**config.mk**
```make
export PLATFORM = sky130hd
export DESIGN_NAME = codec_init_seq
export DESIGN_NICKNAME = d
export VERILOG_FILES = /design/src/rtl/codec_seq_pkg.sv /design/src/rtl/codec_init_ctl.sv /design/src/rtl/codec_strap_cap.sv /design/src/rtl/codec_reg_bank.sv /design/src/rtl/codec_init_seq.sv
export SDC_FILE = /design/constraint.sdc
export NUM_CORES = 1
export LEC_CHECK = 0
export CAP_MARGIN = 15
export CORE_UTILIZATION = 35
export DETAILED_ROUTE_END_ITERATION = 10
export GPL_TIMING_DRIVEN = 0
export RECOVER_POWER = 100
export SLEW_MARGIN = 20
export SYNTH_ARGS = -nofsm -noshare
export SYNTH_HDL_FRONTEND = slang
export SYNTH_HIERARCHICAL = 1
export SYNTH_SLANG_ARGS = --single-unit
```
**constraint.sdc**
```tcl
create_clock -name clk -period 3.86 [get_ports clk]
set_input_delay 0.772 -clock clk [delete_from_list [all_inputs] [get_ports clk]]
set_output_delay 0.772 -clock clk [all_outputs]
set_load 0.005 [all_outputs]
```
**src/rtl/codec_seq_pkg.sv**
```systemverilog
package codec_seq_pkg;
    localparam int CLK_REG  = 0;
    localparam int DAC_REG  = 1;
    localparam int ADC_REG  = 2;
    localparam int ANA_REG  = 3;
    localparam int PD_BIT   = 0;
    localparam int MCLK_BIT = 1;
    localparam int ADCM_BIT = 1;
    localparam int AOUT_BIT = 0;
    localparam int DFLT_STEP = 16;
endpackage

```
**src/rtl/codec_init_ctl.sv**
```systemverilog
module codec_init_ctl #(
    parameter int INIT_CYC = 256
) (
    input  logic clk,
    input  logic rst_pin_n,
    input  logic pll_locked,
    output logic in_reset,
    output logic release_now,
    output logic busy
);
    localparam int CW = $clog2(INIT_CYC + 1);

    typedef struct packed {
        logic          in_rst;
        logic          busy;
        logic [CW-1:0] cnt;
    } ctl_t;

    ctl_t st_d, st_q;

    always_comb begin
        st_d = st_q;
        if (!rst_pin_n) begin
            st_d.in_rst = 1'b1;
            st_d.busy   = 1'b1;
            st_d.cnt    = '0;
        end else if (st_q.in_rst) begin
            st_d.in_rst = 1'b0;
            st_d.cnt    = '0;
        end else if (st_q.busy) begin
            if (!pll_locked) begin
                st_d.cnt = '0;
            end else if (st_q.cnt == CW'(INIT_CYC - 1)) begin
                st_d.busy = 1'b0;
                st_d.cnt  = '0;
            end else begin
                st_d.cnt = st_q.cnt + 1'b1;
            end
        end
    end

    always_ff @(posedge clk) begin
        st_q <= st_d;
    end

    assign in_reset    = st_q.in_rst;
    assign release_now = rst_pin_n & st_q.in_rst;
    assign busy        = st_q.busy;

    AST_CNT_BOUND: assert property (@(posedge clk) disable iff (!rst_pin_n)
        st_q.cnt < CW'(INIT_CYC));
    AST_UNLOCK_RESTART: assert property (@(posedge clk) disable iff (!rst_pin_n)
        (st_q.busy && !st_q.in_rst && !pll_locked) |=> (st_q.busy && st_q.cnt == '0));
    AST_BUSY_END: assert property (@(posedge clk) disable iff (!rst_pin_n)
        $fell(st_q.busy) |-> ($past(st_q.cnt) == CW'(INIT_CYC - 1) && $past(pll_locked)));
    AST_LOAD_BUSY: assert property (@(posedge clk) disable iff (!rst_pin_n)
        st_q.in_rst |-> st_q.busy);
endmodule

```
**src/rtl/codec_strap_cap.sv**
```systemverilog
module codec_strap_cap (
    input  logic clk,
    input  logic rst_pin_n,
    input  logic capture,
    input  logic scl_pin,
    input  logic addr0_pin,
    input  logic addr1_pin,
    output logic sa_now,
    output logic standalone
);
    typedef struct packed {
        logic sa;
    } strap_t;

    strap_t st_d, st_q;

    assign sa_now = ~scl_pin & ~addr0_pin & ~addr1_pin;

    always_comb begin
        st_d = st_q;
        if (!rst_pin_n) begin
            st_d.sa = 1'b0;
        end else if (capture) begin
            st_d.sa = sa_now;
        end
    end

    always_ff @(posedge clk) begin
        st_q <= st_d;
    end

    assign standalone = st_q.sa;

    AST_STRAP_HOLD: assert property (@(posedge clk) disable iff (!rst_pin_n)
        !capture |=> $stable(st_q.sa));
    AST_STRAP_TAKE: assert property (@(posedge clk) disable iff (!rst_pin_n)
        capture |=> (st_q.sa == $past(sa_now)));
endmodule

```
**src/rtl/codec_reg_bank.sv**
```systemverilog
module codec_reg_bank
    import codec_seq_pkg::*;
#(
    parameter int NREG = 8,
    parameter int DW   = 8,
    parameter int AW   = $clog2(NREG)
) (
    input  logic          clk,
    input  logic          rst_pin_n,
    input  logic          apply_strap,
    input  logic          sa_now,
    input  logic          sda_pin,
    input  logic          wr_allow,
    input  logic          wr_en,
    input  logic [AW-1:0] wr_addr,
    input  logic [DW-1:0] wr_data,
    input  logic [AW-1:0] rd_addr,
    output logic [DW-1:0] rd_data,
    output logic          pd_clk,
    output logic          pd_dac,
    output logic          pd_adc,
    output logic          mclk_int_en,
    output logic          adc_clk_master,
    output logic          aout_en
);
    typedef logic [DW-1:0] word_t;

    typedef struct packed {
        word_t [NREG-1:0] r;
    } bank_t;

    bank_t bk_d, bk_q;
    word_t dflt_w [NREG];

    for (genvar g = 0; g < NREG; g++) begin : g_dflt
        assign dflt_w[g] = DW'(g * DFLT_STEP);
    end

    always_comb begin
        bk_d = bk_q;
        if (!rst_pin_n || apply_strap) begin
            for (int i = 0; i < NREG; i++) begin
                if (i != ANA_REG) bk_d.r[i] = dflt_w[i];
            end
            if (rst_pin_n && sa_now) begin
                bk_d.r[CLK_REG][MCLK_BIT] = 1'b1;
                bk_d.r[ADC_REG][ADCM_BIT] = sda_pin;
            end
        end else if (wr_allow && wr_en && (int'(wr_addr) < NREG)) begin
            bk_d.r[wr_addr] = wr_data;
        end
    end

    always_ff @(posedge clk) begin
        bk_q <= bk_d;
    end

    assign rd_data        = (int'(rd_addr) < NREG) ? bk_q.r[rd_addr] : '0;
    assign pd_clk         = bk_q.r[CLK_REG][PD_BIT];
    assign pd_dac         = bk_q.r[DAC_REG][PD_BIT];
    assign pd_adc         = bk_q.r[ADC_REG][PD_BIT];
    assign mclk_int_en    = bk_q.r[CLK_REG][MCLK_BIT];
    assign adc_clk_master = bk_q.r[ADC_REG][ADCM_BIT];
    assign aout_en        = bk_q.r[ANA_REG][AOUT_BIT];

    AST_NO_WRITE_BUSY: assert property (@(posedge clk) disable iff (!rst_pin_n)
        (!wr_allow && !apply_strap) |=> $stable(bk_q));
    AST_ANA_HELD: assert property (@(posedge clk) disable iff (!rst_pin_n)
        apply_strap |=> $stable(bk_q.r[ANA_REG]));
    AST_SA_MCLK: assert property (@(posedge clk) disable iff (!rst_pin_n)
        (apply_strap && sa_now) |=> bk_q.r[CLK_REG][MCLK_BIT]);
endmodule

```
**src/rtl/codec_init_seq.sv**
```systemverilog
module codec_init_seq #(
    parameter int NREG     = 8,
    parameter int DW       = 8,
    parameter int INIT_CYC = 256,
    localparam int AW      = $clog2(NREG)
) (
    input  logic          clk,
    input  logic          rst_pin_n,
    input  logic          pll_locked,
    input  logic          scl_pin,
    input  logic          sda_pin,
    input  logic          addr0_pin,
    input  logic          addr1_pin,
    input  logic          wr_en,
    input  logic [AW-1:0] wr_addr,
    input  logic [DW-1:0] wr_data,
    input  logic [AW-1:0] rd_addr,
    output logic [DW-1:0] rd_data,
    output logic          busy,
    output logic          dflt_load,
    output logic          standalone,
    output logic          mclk_int_en,
    output logic          adc_clk_master,
    output logic          pd_clk,
    output logic          pd_dac,
    output logic          pd_adc,
    output logic          aout_en
);
    logic release_now;
    logic sa_now;
    logic busy_w;

    codec_init_ctl #(.INIT_CYC(INIT_CYC)) u_ctl (
        .clk         (clk),
        .rst_pin_n   (rst_pin_n),
        .pll_locked  (pll_locked),
        .in_reset    (dflt_load),
        .release_now (release_now),
        .busy        (busy_w)
    );

    codec_strap_cap u_strap (
        .clk        (clk),
        .rst_pin_n  (rst_pin_n),
        .capture    (release_now),
        .scl_pin    (scl_pin),
        .addr0_pin  (addr0_pin),
        .addr1_pin  (addr1_pin),
        .sa_now     (sa_now),
        .standalone (standalone)
    );

    codec_reg_bank #(.NREG(NREG), .DW(DW), .AW(AW)) u_bank (
        .clk            (clk),
        .rst_pin_n      (rst_pin_n),
        .apply_strap    (release_now),
        .sa_now         (sa_now),
        .sda_pin        (sda_pin),
        .wr_allow       (~busy_w),
        .wr_en          (wr_en),
        .wr_addr        (wr_addr),
        .wr_data        (wr_data),
        .rd_addr        (rd_addr),
        .rd_data        (rd_data),
        .pd_clk         (pd_clk),
        .pd_dac         (pd_dac),
        .pd_adc         (pd_adc),
        .mclk_int_en    (mclk_int_en),
        .adc_clk_master (adc_clk_master),
        .aout_en        (aout_en)
    );

    assign busy = busy_w;
endmodule

```
* Yosys cells after proc, flatten, opt, wreduce, memory -nomap -nowiden
Index checks and enable logic that the tools add are counted.
** Operators by class
- Add/sub/neg operators :: 1
- $lt $le $gt $ge :: 3
- Equality and inequality tests :: 1
- Muxes and demuxes :: 17
- Bitwise operators :: 9
- Reduce and logical (&&, ||, !) cells :: 8
** Operators by type and width (count)
- $bwmux 64 :: 1
- $mux 18 :: 2
- $mux 9 :: 3
- $bmux 8 s3 :: 1
- $demux 8 s3 :: 1
- $mux 8 :: 2
- $mux 11 :: 1
- $mux 10 :: 1
- $add 9x1->9 const B :: 1
- $eq 9x8->1 const B :: 1
- $lt 3x4->1 const B :: 2
- $not 1->1 :: 6
- $mux 1 :: 5
- $and 1x1->1 :: 3
- $ge 3x1->1 const B :: 1
- $logic_and 1x1->1 :: 3
- $reduce_and 2->1 :: 1
- $reduce_bool 2->1 :: 1
- $reduce_or 2->1 :: 1
- $logic_not 1->1 :: 1
- $logic_or 1x1->1 :: 1
** Storage, ports and cells
- Register bits after elaboration :: 76
- Bits of input ports :: 22
- Output and inout port bits :: 17
- Logic and storage cells :: 53

* Longest topological paths before layout
Gate-level depths: netlist of the first run.
- Word-level depth :: 7
- Mapped depth :: 6
- Gate-level depth less buffers :: 5

* Cells and area by module
The synthesis of the first run kept the hierarchy.
** Modules (own cells, without submodules)
- codec_reg_bank :: instances 1, cells each 248, area each 2915.3 um^2
- codec_init_ctl :: instances 1, cells each 57, area each 515.5 um^2
- codec_strap_cap :: instances 1, cells each 4, area each 53.8 um^2
- codec_init_seq :: instances 1, cells each 1, area each 3.8 um^2

* Worst setup path before layout of the first run
No wires, ideal clock.
- Path type :: input to output
- Start point :: input rd_addr[2]
- End point :: output rd_data[0]
- Arrival :: 1.765 ns
- Data required time :: 3.088 ns
- Path slack :: 1.323 ns
- Cell stages on the path :: 4
- Path buffers :: 2
- Cell sequence :: buf_6 -> buf_12 -> mux4_2 -> mux2_4
** Between the ends
- Cells in the longest elaborated chain, start to end :: 2
** RTL lines
- start, declared :: RTL line codec_init_seq.sv:17 : input logic [AW-1:0] rd_addr,
- $bmux 8 s3 :: RTL line codec_reg_bank.sv:58 : assign rd_data = (int'(rd_addr) < NREG) ? bk_q.r[rd_addr] : '0;
- $mux 8 (implied by the code) :: RTL line codec_reg_bank.sv:58
- end, declared :: RTL line codec_init_seq.sv:18 : output logic [DW-1:0] rd_data,
Every way passes these cells. The select of a mux whose other input is x is not followed.

* Worst setup path in the final report of the first run
- Start point :: input rd_addr[1]
- End point :: output rd_data[2]
The elaborated chain is that of the path after synthesis.

==> results of run 1 <==
-- worst max-delay path, delay by kind of cell --
family / cells / cell delay [ns]
buffers and inverters: 3 / 1.24
muxes: 2 / 0.62
-- through the flow --
stage / utilization, % / instance area (µm²) / std cells / hold slack [ns] / setup WS [ns]
2_1_floorplan: - / 3490 / 310 / 0.421 / 1.32
3_3_place_gp: 41.2 / 4010 / 478 / 0.439 / -0.0127
3_5_place_dp: 41.2 / 4010 / 478 / 0.443 / 0.448
4_1_cts: 43.4 / 4230 / 494 / 0.456 / 0.674
5_1_grt: 43.3 / 4210 / 494 / 0.478 / 0.384
6_report: 43.3 / 4210 / 494 / 0.458 / 0.460
-- synth_stat cells (2+ instances only) --
cell	n
and3_1	2
dfxtp_1	66
nand4_1	3
or3_1	3
nand2b_1	2
clkbuf_1	6
nand2_1	61
mux2_4	7
nor2b_1	4
mux4_2	7
nand3_1	4
a31oi_1	2
xor2_1	4
o211ai_1	5
mux2i_1	50
inv_1	3
buf_2	7
edfxtp_1	10
a22oi_1	2
and3b_1	2
mux4_1	9
nor2_1	20
o21ai_0	6
and2_1	2
-- worst max path at each step --
stage                                  to        from  slack, ns
after floorplan                rd_data[0]  rd_addr[2]       1.32
after global placement    u_bank/bk_q[29]   rst_pin_n      -0.01
after detailed placement  u_bank/bk_q[29]   rst_pin_n       0.45
after CTS                      rd_data[2]  rd_addr[1]       0.67
after global routing           rd_data[2]  rd_addr[1]       0.38
final                          rd_data[2]  rd_addr[1]       0.46
-- area by class of cell --
type                            count  area share [%]
Buffer                             16            2.20
Clock buffer                       10            3.03
Clock inverter                      6            2.11
Inverter                            3           0.267
Multi-Input combinational cell    215            41.6
Sequential cell                    76            38.5
Tap cell                          133            3.95
Timing Repair Buffer               35            8.32
-- power groups by stage --
stage	sequential [W]	clock (W)	combinational (W)
after floorplan	0.000822	0	0.0000601
after global routing	0.000804	0.000720	0.000123
after CTS	0.000804	0.000685	0.000119
final	0.000803	0.000669	0.000114
after global placement	0.000822	0	0.000117
after detailed placement	0.000822	0	0.000118
-- sequential cells by signal, indices dropped and copies added, names as in the netlist --
| signal | count |
|---|---|
| u_bank/pd_adc | 1 |
| u_ctl/busy | 1 |
| u_bank/aout_en | 1 |
| u_bank/pd_dac | 1 |
| u_bank/pd_clk | 1 |
| u_bank/bk_q | 58 |
| u_bank/adc_clk_master | 1 |
| u_strap/standalone | 1 |
| u_bank/mclk_int_en | 1 |
| u_ctl/st_q | 9 |
| u_ctl/in_reset | 1 |
-- metal layers --
layer  up-vias  global-route usage, %  routed length (µm)
li1       1212                      -                   -
met1      1209                   22.3                3840
met2        58                   30.7                4200
met3         8                   4.38                 340
met4         0                   6.37                 115
met5         -                      0                   0
-- cell families after synthesis --
| family | count (synthesis) | synth area share, % |
|---|---|---|
| AOI/OAI and AO/OA | 21 | 4.20 |
| xor gates and xnor gates | 4 | 1.00 |
| adders and majority gates | 1 | 0.359 |
| buffers and inverters | 19 | 3.08 |
| DFF | 76 | 46.5 |
| muxes | 74 | 29.0 |
| and+or+nand+nor | 115 | 15.9 |
==> results.cfg, run 1 <==
[cts]
clkTransAtPathRegs_ns = 0.08
cts_resized = 0
ctsHoldBuffers = 0
clockBufferDepth = 2
cts_root_buf = clkbuf_8
cts_tree = done
htreeDepth = 3
cts.sinks = 76
cts_buffers = 9
postCtsSetupRepairBufs = 0
insertion_delay_ns = 0.35

[floorplan]
die_x_um = 102
pin_count = 39
placementRows = 36
die-height_um = 102
initial_utilization_pct = 35.9
coreArea_mm2 = 0.00973
die_area_mm2 = 0.0104

[finish]
diodes = 0
regArea_mm2 = 0.00162
multi_input_area_mm2 = 0.00175
final_nets = 379
mostFrequentLayoutCells = dfxtp_1, nand2_1, mux2i_1, nor2_1, dlygate4sd3_1
drive_gt1_share_pct = 12.2
fill_cells = 951
final_common_cell = dfxtp_1
synthToLayoutAreaGrowth_pct = 20.7

[timing]
hold_viol_final = 0
worst_slew_pin_slew_ns = 0.839
period_share_pct = 88.1
grt_setup_unrepaired = no
max-slew-margin-rel_pct = 43.8
period_needed_ns = 3.40
maxSlewViolCount = 0
fin_worst_skew_ns = 0.00831
setup_viol = 0
fmax_ghz = 0.294
setup_total_negative_slack_ns = 0

[grt]
grtUsageTotal_pct = 18.0
grt_start_max_net_pins = 14
grt_pass1_vias = 2545
gr-total-overflow = 0
grt_pass1_wl_mm = 13.6
antenna_found_initial = 0

[pwr]
internal_power_w = 0.00122
cellPowerDensity_mw_per_mm2 = 377
p_leak_nw = 1.77
comb_power_share_pct = 7.2
p_total_w = 0.00159
ir_drop_mv = 0.162
swShare_pct = 23.2
pwr-share-clk_pct = 42.1
p_sw_w = 0.000368
power_frac_seq_pct = 50.6

[placement]
io_buffers = 35
place_hpwl_mm = 5.72
finalWeightedCongestion = 0.735

[route]
routed_wl_mm = 8.49
drt_iter0_markers = 110
wire_per_inst_um = 17.2
drc_errors = 0
vias_per_cell = 5.03
num_vias = 2487
dr.pass1.iters = 4
ant_nets = 0

[yosys]
syn_nets = 333
synth_area_per_cell_um2 = 11.3
synth_top_cell_area_share_pct = 37.9
ys_ff_latch = 76
synth_top_area_cell = dfxtp_1
synth_area_leaders = dfxtp_1, mux2i_1, edfxtp_1, mux4_1, nand2_1
synth.distinct_cells = 47
synth_top_flop_cell = dfxtp_1
syn_inst = 310
ys_seq_area_share_pct = 46.5
synth_edf_count = 10
synthArstFlopShare_pct = 0
post_synth_instance_area_mm2 = 0.00349
yosys_warnings = 6

[worst_hold_path]
hold_class = reg2reg
min_to = u_ctl/st_q[8]
hold_start = u_ctl/st_q[8]
hold_depth = 2

[critical_path]
crit_path_end_kind = output pin
reg2reg_to = u_bank/bk_q[27]
crit_arrival_ns = 2.63
cpPeakStageDelay_ns = 0.46
critical_path_required_ns = 3.09
critPathLaunchType = primary input
r2r_start = u_ctl/in_reset
reg2reg_slack_ns = 1.48
crit_path_max_fanout = 10
cp_cell_sequence = clkbuf_1, buf_2, mux4_2, mux2_4, clkdlybuf4s50_1
reg2reg_depth = 4
slowest_stage = clkdlybuf4s50_1
crit_type = in2out

[job]
cap_violations = 0

[run_status]
status = finished clean
No activity file was read; power rests on OpenSTA's default activity.
==> run 2: changes to the inputs <==
--- a/config.mk
+++ b/config.mk
@@ -6,6 +6,7 @@
 export NUM_CORES = 1
 export LEC_CHECK = 0
 export CAP_MARGIN = 15
+export CORE_MARGIN = 2
 export CORE_UTILIZATION = 35
 export DETAILED_ROUTE_END_ITERATION = 10
 export GPL_TIMING_DRIVEN = 0
==> results.cfg, run 2 (synthesis results as in run 1) <==
[run_status]
status = finished clean

[timing]
hold_viol_final = 0
maxSlewViolCount = 0
fmax_ghz = 0.295
hold-worst-slack_ns = 0.453
grt_setup_unrepaired = no
setup_viol = 0
worst_slew_pin_slew_ns = 0.806
setup_total_negative_slack_ns = 0
fin_worst_skew_ns = 0.0120
period_needed_ns = 3.39
timing.final.ws_setup_ns = 0.474
max-slew-margin-rel_pct = 46.3
period_share_pct = 87.7

[finish]
diodes = 0
finish.utilization_pct = 43.4
drive_gt1_share_pct = 11.9
synthToLayoutAreaGrowth_pct = 21.1
regMostFlops = u_bank/bk_q
final_common_cell = dfxtp_1
largest_reg_flops = 58
fill_cells = 947
largestRegisters = u_bank/bk_q x58, u_ctl/st_q x9
final_nets = 380
mostFrequentLayoutCells = dfxtp_1, nand2_1, mux2i_1, nor2_1, dlygate4sd3_1

[cts]
cts_buffers = 9
cts_resized = 0
cts_root_buf = clkbuf_8
clkTransAtPathRegs_ns = 0.07
insertion_delay_ns = 0.35
cts_tree = done
ctsHoldBuffers = 0
postCtsSetupRepairBufs = 0
clockBufferDepth = 2
htreeDepth = 3
cts.sinks = 76

[critical_path]
slowest_stage = clkdlybuf4s50_1
crit_cells = 5
reg2reg_to = u_bank/bk_q[31]
crit_arrival_ns = 2.61
crit_type = in2out
timing.critical_path.buf_inv = 3
cpPeakStageDelay_ns = 0.45
cp_cell_sequence = clkbuf_1, buf_2, mux4_1, mux2_4, clkdlybuf4s50_1
crit_start = rd_addr[1]
critical_path_required_ns = 3.09
reg2reg_slack_ns = 1.39
reg2reg_depth = 5
crit_path_end_kind = output pin
endpoint = rd_data[2]
crit_path_max_fanout = 10
r2r_start = u_ctl/in_reset
timing.critical_path.max_delay_family = buffers and inverters
critPathLaunchType = primary input

[pwr]
ir_drop_mv = 0.215
swShare_pct = 22.4
cellPowerDensity_mw_per_mm2 = 373
internal_power_w = 0.00122
p_total_w = 0.00158
p_leak_nw = 1.79
p_sw_w = 0.000353
comb_power_share_pct = 7.2
power_frac_seq_pct = 51.0
pwr-share-clk_pct = 41.8

[route]
dr.pass1.iters = 4
drc_errors = 0
ant_nets = 0
num_vias = 2473
routed_wl_mm = 8.39
vias_per_cell = 5.00
wire_per_inst_um = 17.0
drt_iter0_markers = 100

[worst_hold_path]
hold_class = reg2reg

[floorplan]
die_area_mm2 = 0.0108
coreArea_mm2 = 0.00973
initial_utilization_pct = 35.9
pin_count = 39
die-height_um = 104
placementRows = 36
die_x_um = 104

[grt]
grtUsageTotal_pct = 16.3
grt_pass1_vias = 2563
grt_start_max_net_pins = 14
gr-total-overflow = 0
antenna_found_initial = 0
grt_pass1_wl_mm = 13.7

[job]
cap_violations = 0

[placement]
place_hpwl_mm = 5.77
io_buffers = 35
finalWeightedCongestion = 0.737
pre_cts_ws_ns = 0.549
-- run 2: cell count changes in the layout (fill, tap and decap cells not counted), sizes merged --
cell	change
clkbuf	+5
bufinv	-2
clkinvlp	-2
clkinv	-2
inv	+1
buf	+1
-- run 2: cell type report --
type	count	area [µm²]	share of cell area, %
multi-input combinational	215	1750	41.4
sequential	76	1620	38.4
timing repair buffer	36	358	8.47
clock buffer	15	220	5.21
tap	133	166	3.94
buffer	16	92.6	2.19
inverter	3	11.3	0.267
clock inverter	1	6.26	0.148
-- run 2: worst min-delay path: stages, from the launching register on --
cell,delay (ns)
dfxtp_1,0.33
nand2_1,0.06
a21oi_1,0.03
-- run 2: worst min-delay path by stage --
stage	from	endpoint	cells after the start
2_1_floorplan	u_ctl/st_q[8]	u_ctl/st_q[8]	2
3_3_place_gp	u_bank/bk_q[15]	u_bank/bk_q[15]	2
3_5_place_dp	u_ctl/st_q[8]	u_ctl/st_q[8]	2
4_1_cts	u_ctl/st_q[8]	u_ctl/st_q[8]	2
5_1_grt	u_bank/bk_q[47]	u_bank/bk_q[47]	2
6_report	u_ctl/st_q[8]	u_ctl/st_q[8]	2
-- run 2: power by group through the flow --
stage / registers (W) / logic [W] / clock network [W]
floorplan: 0.000822 / 0.0000601 / 0
global placement: 0.000822 / 0.000117 / 0
detailed placement: 0.000822 / 0.000119 / 0
CTS: 0.000804 / 0.000119 / 0.000675
global route: 0.000804 / 0.000123 / 0.000713
finish: 0.000803 / 0.000114 / 0.000660
-- run 2: routing by layer --
metal / GRT usage, % / up-vias / wire length (µm)
li1: - / 1214 / -
met1: 21.1 / 1196 / 3850
met2: 26.8 / 57 / 3990
met3: 4.22 / 6 / 472
met4: 5.12 / 0 / 72
met5: 0 / - / 0
-- run 2: per-stage QoR --
stage / cells / cell area (µm²)
final: 495 / 4220
after detailed placement: 479 / 4020
after global routing: 495 / 4220
after global placement: 478 / 4010
after floorplan: 310 / 3490
after CTS: 495 / 4240
